`src/rtl/fwd_serial_tx_pkg.sv`:
```
package fwd_serial_tx_pkg;
  typedef enum logic [1:0] {
    ST_IDLE = 2'd0,
    ST_RUN  = 2'd1,
    ST_TAIL = 2'd2
  } tx_state_e;
endpackage

```
`src/rtl/fst_sclk_gen.sv`:
```
module fst_sclk_gen #(
  parameter int WIDTH = 8
) (
  input  logic clk_i,
  input  logic rst_ni,
  input  logic idle_i,
  input  logic run_i,
  input  logic pol_i,
  input  logic pha_i,
  output logic sclk_o,
  output logic launch_o,
  output logic capture_o,
  output logic last_o
);
  localparam int HALVES = 2 * WIDTH;
  localparam int HW     = $clog2(HALVES);
  localparam logic [HW-1:0] HLAST = HW'(HALVES - 1);

  logic [HW-1:0] hcnt_q;
  logic          sclk_q;
  logic          lead;

  always_ff @(posedge clk_i or negedge rst_ni) begin
    if (!rst_ni) begin
      sclk_q <= 1'b0;
      hcnt_q <= '0;
    end else if (run_i) begin
      sclk_q <= ~sclk_q;
      hcnt_q <= (hcnt_q == HLAST) ? '0 : hcnt_q + 1'b1;
    end else if (idle_i) begin
      sclk_q <= pol_i;
      hcnt_q <= '0;
    end
  end

  // even half index = leading edge of a bit
  assign lead      = ~hcnt_q[0];
  assign launch_o  = run_i & (pha_i ? lead : ~lead);
  assign capture_o = run_i & (pha_i ? ~lead : lead);
  assign last_o    = run_i & (hcnt_q == HLAST);
  assign sclk_o    = sclk_q;
endmodule

```
`src/rtl/fst_shift_out.sv`:
```
module fst_shift_out #(
  parameter int WIDTH = 8
) (
  input  logic             clk_i,
  input  logic             rst_ni,
  input  logic             start_i,
  input  logic             pha_i,
  input  logic [WIDTH-1:0] word_i,
  input  logic             launch_i,
  input  logic             clear_i,
  output logic             sdo_o
);
  logic [WIDTH-1:0] sh_q;
  logic             sdo_q;

  always_ff @(posedge clk_i or negedge rst_ni) begin
    if (!rst_ni) begin
      sh_q  <= '0;
      sdo_q <= 1'b0;
    end else if (start_i) begin
      // phase 0 presents the MSB before the first edge
      sh_q  <= pha_i ? word_i : {word_i[WIDTH-2:0], 1'b0};
      sdo_q <= pha_i ? 1'b0 : word_i[WIDTH-1];
    end else if (clear_i) begin
      sh_q  <= '0;
      sdo_q <= 1'b0;
    end else if (launch_i) begin
      sh_q  <= {sh_q[WIDTH-2:0], 1'b0};
      sdo_q <= sh_q[WIDTH-1];
    end
  end

  assign sdo_o = sdo_q;
endmodule

```
`src/rtl/fst_shift_in.sv`:
```
module fst_shift_in #(
  parameter int WIDTH = 8
) (
  input  logic             clk_i,
  input  logic             rst_ni,
  input  logic             start_i,
  input  logic             capture_i,
  input  logic             sdi_i,
  input  logic             finish_i,
  output logic [WIDTH-1:0] rx_word_o
);
  logic [WIDTH-1:0] acc_q;
  logic [WIDTH-1:0] out_q;

  always_ff @(posedge clk_i or negedge rst_ni) begin
    if (!rst_ni) begin
      acc_q <= '0;
      out_q <= '0;
    end else begin
      if (start_i)        acc_q <= '0;
      else if (capture_i) acc_q <= {acc_q[WIDTH-2:0], sdi_i};
      if (finish_i)       out_q <= acc_q;
    end
  end

  assign rx_word_o = out_q;
endmodule

```
`src/rtl/fwd_serial_tx.sv`:
```
module fwd_serial_tx
  import fwd_serial_tx_pkg::*;
#(
  parameter int WIDTH = 8
) (
  input  logic             clk_i,
  input  logic             rst_ni,
  input  logic             cpol_i,
  input  logic             cpha_i,
  input  logic             load_i,
  input  logic [WIDTH-1:0] word_i,
  output logic             ready_o,
  output logic             sclk_o,
  output logic             sel_n_o,
  output logic             sdo_o,
  input  logic             sdi_i,
  output logic             done_o,
  output logic [WIDTH-1:0] rx_word_o
);
  tx_state_e state_q;
  logic      accept, run, idle, tail, last;
  logic      launch, capture;
  logic      mode_pol_q, mode_pha_q;
  logic      sel_n_q, done_q;

  assign idle   = (state_q == ST_IDLE);
  assign run    = (state_q == ST_RUN);
  assign tail   = (state_q == ST_TAIL);
  assign accept = idle & load_i;

  always_ff @(posedge clk_i or negedge rst_ni) begin
    if (!rst_ni) begin
      state_q    <= ST_IDLE;
      sel_n_q    <= 1'b1;
      done_q     <= 1'b0;
      mode_pol_q <= 1'b0;
      mode_pha_q <= 1'b0;
    end else begin
      done_q <= tail;
      unique case (state_q)
        ST_IDLE: if (accept) begin
          state_q    <= ST_RUN;
          sel_n_q    <= 1'b0;
          mode_pol_q <= cpol_i;
          mode_pha_q <= cpha_i;
        end
        ST_RUN:  if (last) state_q <= ST_TAIL;
        ST_TAIL: begin
          state_q <= ST_IDLE;
          sel_n_q <= 1'b1;
        end
        default: state_q <= ST_IDLE;
      endcase
    end
  end

  fst_sclk_gen #(.WIDTH(WIDTH)) u_sclk (
    .clk_i     (clk_i),
    .rst_ni    (rst_ni),
    .idle_i    (idle),
    .run_i     (run),
    .pol_i     (cpol_i),
    .pha_i     (mode_pha_q),
    .sclk_o    (sclk_o),
    .launch_o  (launch),
    .capture_o (capture),
    .last_o    (last)
  );

  fst_shift_out #(.WIDTH(WIDTH)) u_tx (
    .clk_i    (clk_i),
    .rst_ni   (rst_ni),
    .start_i  (accept),
    .pha_i    (cpha_i),
    .word_i   (word_i),
    .launch_i (launch),
    .clear_i  (tail),
    .sdo_o    (sdo_o)
  );

  fst_shift_in #(.WIDTH(WIDTH)) u_rx (
    .clk_i     (clk_i),
    .rst_ni    (rst_ni),
    .start_i   (accept),
    .capture_i (capture),
    .sdi_i     (sdi_i),
    .finish_i  (tail),
    .rx_word_o (rx_word_o)
  );

  assign ready_o = idle;
  assign sel_n_o = sel_n_q;
  assign done_o  = done_q;
endmodule

```
`config.mk`:
```
export PLATFORM = sky130hd
export DESIGN_NAME = fwd_serial_tx
export DESIGN_NICKNAME = d
export VERILOG_FILES = /design/src/rtl/fwd_serial_tx_pkg.sv /design/src/rtl/fst_sclk_gen.sv /design/src/rtl/fst_shift_out.sv /design/src/rtl/fst_shift_in.sv /design/src/rtl/fwd_serial_tx.sv
export SDC_FILE = /design/constraint.sdc
export NUM_CORES = 1
export LEC_CHECK = 0
export BUFFER_PORTS_ARGS = -buffer_cell sky130_fd_sc_hd__buf_2
export CORE_MARGIN = 2
export CORE_UTILIZATION = 50
export DETAILED_ROUTE_END_ITERATION = 8
export MAX_ROUTING_LAYER = met4
export PLACE_DENSITY = 0.72
export RECOVER_POWER = 100
export SYNTH_ARGS = -nofsm -noshare
export SYNTH_HDL_FRONTEND = slang
export SYNTH_SLANG_ARGS = --single-unit
```
`constraint.sdc`:
```
create_clock -name clk_i -period 2.4 [get_ports clk_i]
set_input_delay 0.12 -clock clk_i [delete_from_list [all_inputs] [get_ports clk_i]]
set_output_delay 0.12 -clock clk_i [all_outputs]
set_load 0.005 [all_outputs]
```
# Yosys cells after proc, flatten, opt, wreduce, memory -nomap -nowiden

Cells that the tools add are included.

ROM bits: 0
Logic and storage cells: 52
Bits in writable memories: 0
Bits in registers: 35
Memories: 0
Input bits: 14
Bits in latches: 0

Shift operators: 0
$mul: 0
Bitwise gates (word level): 6
Magnitude comparators: 0
Divide/modulo/power cells: 0
Add/subtract/negate cells: 1
Reduce and logical (&&, ||, !) cells: 8
Multiplexer cells: 22
Eq/ne operators: 5

Operator list:

| kind                                                             | count |
|---|---|
| 8-bit two-way mux                                                | 6 |
| 4-bit two-way mux                                                | 3 |
| 1-bit two-way mux                                                | 9 |
| 2-bit AND reduction                                              | 3 |
| 2-bit nonzero test                                               | 3 |
| 4-bit by 1-bit adder with 4-bit output (second input constant)   | 1 |
| 1-bit bitwise AND                                                | 4 |
| 4-bit == test (second input constant)                            | 1 |
| 2-bit two-way mux                                                | 2 |
| 2-bit inequality test (second input constant)                    | 2 |
| 2-bit one-hot mux with 2 select lines                            | 1 |
| 3-bit nonzero test                                               | 1 |
| 2-bit by 1-bit == test with 1-bit output (second input constant) | 1 |
| 2-bit == test (second input constant)                            | 1 |
| 2-bit zero test                                                  | 1 |
| 1-bit inverter                                                   | 2 |
| 1-bit one-hot mux with 2 select lines                            | 1 |

# Longest topological paths before layout

Depth after elaboration: 6
Gate-level depth with buffers: 5

# Modules after synthesis

Synthesis repeated with hierarchy kept, for this count alone.

Cell total of the unflattened synthesis: 131
Area, all modules: 1,612.8 sq um

Modules (own cells, without submodules):

| module        | seq. area each (sq um) | cells each | instances | area an instance (sq um) |
|---|---|---|---|---|
| fst_shift_in  | 400.4                  | 43         | 1         | 656.9 |
| fst_shift_out | 225.2                  | 41         | 1         | 481.7 |
| fst_sclk_gen  | 125.1                  | 32         | 1         | 275.3 |
| fwd_serial_tx | 126.4                  | 15         | 1         | 198.9 |

# Worst setup path after synthesis

No wires, ideal clock.

Path kind: register -> register
Start: register u_sclk.hcnt_q[0]
End: register u_tx.sh_q[1]
Setup slack: 0.983 ns
Clock period less this slack: 1.417 ns
Setup time: 0.125 ns
Stages on the path, launching flop included: 4
Data required time: 2.275 ns
Data arrival time: 1.292 ns
Path buffers: 0
Cells stage by stage: dfrtp_1 > xnor2_2 > o21ai_4 > mux2_2

Longest elaborated chain between the ends: 4

RTL lines:

| element                                 | RTL line            | text |
|---|---|---|
| start, declared                         | fst_sclk_gen.sv:19  | `logic [HW-1:0] hcnt_q;` |
| start signal, assigned                  | fst_sclk_gen.sv:29  | `hcnt_q <= (hcnt_q == HLAST) ? '0 : hcnt_q + 1'b1;` |
| 1-bit inverter                          | fst_sclk_gen.sv:37  | `assign lead = ~hcnt_q[0];` |
| 1-bit two-way mux (*)                   | fst_sclk_gen.sv:38  | `assign launch_o = run_i & (pha_i ? lead : ~lead);` |
| 1-bit bitwise AND (*)                   | fst_sclk_gen.sv:38  |  |
| 3-bit nonzero test (no source line) (*) | n/a                 |  |
| end signal, assigned                    | fst_shift_out.sv:22 | `sh_q <= pha_i ? word_i : {word_i[WIDTH-2:0], 1'b0};` |
| end signal, assigned                    | fst_shift_out.sv:28 | `sh_q <= {sh_q[WIDTH-2:0], 1'b0};` |
| end, declared                           | fst_shift_out.sv:13 | `logic [WIDTH-1:0] sh_q;` |

Mark *: on every way between the ends. The rest lies on a longest branch, timed or not.
A chain may end at the register's enable or synchronous reset.

# Worst setup path after layout

Start: register state_q[1]
End: register u_tx.sh_q[7]

Longest elaborated chain between the ends: 3
Elaborated cells on any way between the ends: 8
Classes of those cells: eq/ne: 2; mux: 2; bitwise: 2; reduce/logical: 2

RTL lines:

| element                                                                         | RTL line            | text |
|---|---|---|
| start, declared                                                                 | fwd_serial_tx.sv:20 | `tx_state_e state_q;` |
| start signal, assigned                                                          | fwd_serial_tx.sv:33 | `state_q <= ST_IDLE;` |
| start signal, assigned                                                          | fwd_serial_tx.sv:42 | `state_q <= ST_RUN;` |
| start signal, assigned                                                          | fwd_serial_tx.sv:47 | `ST_RUN: if (last) state_q <= ST_TAIL;` |
| 2-bit by 1-bit == test with 1-bit output, or another cell as far along          | fwd_serial_tx.sv:27 | `assign run = (state_q == ST_RUN);` |
| 1-bit bitwise AND, or another cell as far along                                 | fst_sclk_gen.sv:38  |  |
| 3-bit nonzero test (no source line) / 8-bit two-way mux (equally long branches) | n/a                 |  |

Parallel ways exist; a longest one is shown, timed or not.

==> reports/summary.txt <==
====================================================================================================
HPWL after DPL ........................................................................      2.18 mm
Via count of the first global-routing pass ............................................         1108
ANT cells .............................................................................            0
Reg-to-reg setup timing slack .........................................................      0.67 ns
Number of register bits inferred by synthesis .........................................           35
Post-DR vias/cell .....................................................................         5.64
Share of final-layout standard cells stronger than drive strength 1 ...................        0.281
Worst slack after detailed placement ..................................................     0.701 ns
Setup repair after global routing missed its margin ...................................        false
TritonCTS Buffers .....................................................................            5
CTS sink count ........................................................................           35
Fillers ...............................................................................          270
Number of buffer cells added on primary ports .........................................           26
Last element of the critical path ..................................................... u_tx.sh_q[7]$_DFFE_PN0P_
Maximum buffer depth of the clock tree ................................................            2
Peak Freq .............................................................................      579 MHz
Commonest non-fill, non-tap cell in the layout ........................................ sky130_fd_sc_hd__dfrtp_1
Static leakage ........................................................................     0.891 nW
Tcrit/Tclk final ......................................................................        0.720
Ports placed on the boundary ..........................................................           27
Remaining max-slew budget at the tightest pin .........................................        0.502
Critical path fanouts, max ............................................................           15
Setup Crit Path Kind ..................................................................      reg2reg
Remaining antenna violation count after routing .......................................            0
Crit path max-delay cell type ......................................................... sky130_fd_sc_hd__o21bai_1
Area used by multi-input combinational logic ..........................................      692 um2
Post-Synthesis Net Count ..............................................................          157
Sequential area share after synthesis .................................................        0.542
Area grow syn2layout ..................................................................        15.2%
Endpoint of the lowest-slack register-to-register path ................................ u_tx.sh_q[7]$_DFFE_PN0P_
Congestion Overflow GR ................................................................            0
Post-synthesis cell count .............................................................          142
Actual slew at the worst max-slew pin .................................................     0.747 ns
Maximum single-stage delay on the critical path .......................................      0.55 ns
Sum of routed wire length over all layers .............................................      3.14 mm
Starting density of the core ..........................................................        0.526
Critical path endpoint category .......................................................     register
Worst supply voltage drop on vdd ......................................................   0.000556 V
# DRC .................................................................................            0
Core Region ...........................................................................     3080 um2
Launching element type of the critical path ...........................................     register
Vias ..................................................................................         1212
Worst setup margin ....................................................................     0.673 ns
Number of endpoints with negative hold slack in the final report ......................            0
Start point of the critical path ...................................................... state_q[1]$_DFFE_PN0P_
R2r worst-path depth ..................................................................            3
Weighted congestion at the end of routability-driven global placement .................        0.719
Nets ..................................................................................          185
Height of the chip ....................................................................      60.9 um
Data required time of the worst path ..................................................      2.62 ns
Clock latency on the worst-skew pair ..................................................      0.34 ns
Rows ..................................................................................           20
Final setup violation count ...........................................................            0
Signal arrival time at the worst endpoint .............................................      1.95 ns
Count of distinct cell types in the synthesized netlist ...............................           30
Series of cell instances along the critical path ...................................... o21bai_1 -> o21ai_4 -> mux2_2
Netlist Area Pre-Place ................................................................     1620 um2
Count of max-cap constraint violations ................................................            0
Pin count of the biggest net entering global routing ..................................           36
Number of max-slew violations in the final report .....................................            0
Post-route worst hold slack ...........................................................    0.0148 ns
Cells resized by post-CTS repair ......................................................            0
Die ar. ...............................................................................     3710 um2
Global-route wire length before repair ................................................      5.01 mm
Top library cells by usage in the layout, fill and taps aside ......................... sky130_fd_sc_hd__dfrtp_1, sky130_fd_sc_hd__buf_2, sky130_fd_sc_hd__mux2_2
Wire per inst .........................................................................      14.6 um
Number of levels in the clock H-tree ..................................................            2
Clock tree from TritonCTS .............................................................         done
Clock-pin slew reported for the worst setup and hold paths after clock tree synthesis .      0.10 ns
Pre-Repair DR Iteration Count .........................................................            4
Sum of negative setup slack ...........................................................         0 ns
Final critical path time including I/O delays and setup ...............................      1.73 ns
Final worst clock skew ................................................................    0.0116 ns
Synthesized area per cell .............................................................     11.4 um2
Number of violations reported at the end of detailed-routing iteration 0 ..............           42
Worst min-delay path class ............................................................       in2reg
Storage element area ..................................................................      877 um2
Yosys Warn Count ......................................................................            0
Overall fraction of global-route tracks in use ........................................        0.194
Finished Core Util ....................................................................        0.605
Power density over cell area ..........................................................  1210 nW/um2
Initial antenna violation count .......................................................            0
Startpoint of the lowest-slack register-to-register path .............................. state_q[1]$_DFFE_PN0P_
Width of the die ......................................................................      60.9 um
Clock root buffer master .............................................................. sky130_fd_sc_hd__clkbuf_4
Status ................................................................................    completed
====================================================================================================
cells by family after synthesis:
kind of cell / count (synthesis) / synth area share
AO/OA/AOI/OAI: 31 / 0.130
flip-flops: 35 / 0.542
adder cells (fa/ha/maj): 1 / 0.00773
AND/OR/NAND/NOR: 38 / 0.114
multiplexers: 24 / 0.160
buffers and inverters: 11 / 0.0302
XOR/XNOR: 2 / 0.0155
cell type report:
type,count,share of cell area
Clock buffer,6,0.0275
Clock inverter,2,0.0188
Inverter,4,0.00806
Multi-Input combinational cell,96,0.371
Sequential cell,35,0.471
Tap cell,44,0.0295
Timing Repair Buffer,28,0.0739
cell usage after synthesis, drive strengths merged:
master,number,share of area
nor3b,1,0.0046
a211oi,2,0.0093
dfstp,1,0.016
dfrtp,34,0.53
nor2,4,0.0093
mux2,15,0.10
clkbuf,1,0.0023
or2b,1,0.0046
nand2b,2,0.0077
or3b,1,0.0054
a21oi,3,0.0093
o21bai,1,0.0046
mux2i,9,0.056
o2bb2ai,5,0.027
a22o,2,0.011
nand3,12,0.037
o21ai,13,0.047
o21ba,1,0.0062
xor2,1,0.0054
a31oi,3,0.012
nand4b,1,0.0054
nor2b,1,0.0039
or3,1,0.0039
inv,4,0.0093
ha,1,0.0077
o22ai,1,0.0039
buf,6,0.019
xnor2,1,0.010
nand2,14,0.032
registers in the layout (all words and copies together) (netlist names):
register,cells
u_tx.sh_q,8
u_sclk.sclk_o,1
u_rx.acc_q,8
u_sclk.hcnt_q,4
mode_pha_q,1
done_o,1
sel_n_o,1
u_tx.sdo_o,1
state_q,2
u_rx.rx_word_o,8
worst min-delay path by stage:
stage                 from                             to  slack, ns  cells after the start
floorplan           rst_ni               done_o$_DFF_PN0_      -0.18                      0
global placement    rst_ni  u_rx.rx_word_o[6]$_DFFE_PN0P_       0.22                      1
detailed placement  rst_ni  u_rx.rx_word_o[6]$_DFFE_PN0P_       0.23                      1
CTS                  sdi_i      u_rx.acc_q[0]$_DFFE_PN0P_      0.006                      3
global route         sdi_i      u_rx.acc_q[0]$_DFFE_PN0P_       0.01                      3
finish               sdi_i      u_rx.acc_q[0]$_DFFE_PN0P_       0.01                      3
stage by stage:
step | cells | power [mW] | area (um2)
after global routing | 215 | 2.42 | 1860
after global placement | 206 | 1.79 | 1780
after floorplan | 142 | 1.58 | 1620
final | 215 | 2.26 | 1860
after CTS | 215 | 2.29 | 1870
after detailed placement | 206 | 1.84 | 1780
layer usage:
metal  wire (um)  track usage
met5           0            -
met4          44       0.0714
met3         197       0.0597
met2        1490        0.296
met1        1410        0.242
critical path: cells and delay by family (launching register included):
family / cells / cell delay, ns
compound gates: 2 / 0.76
flops: 1 / 0.54
mux: 1 / 0.32
what timing repair did:
| item | in CTS | in global routing |
|---|---|---|
| endpoints found under the hold margin | 34 | 0 |
| setup buffers | 0 | 0 |
| hold buffers | 1 | 0 |
report_power, final:
part / switching (mW) / internal, mW / total, mW
combinational: 0.476 / 0.403 / 0.879
clock: 0.202 / 0.246 / 0.448
sequential: 0.152 / 0.784 / 0.936
No activity file was read; power rests on OpenSTA's default activity.
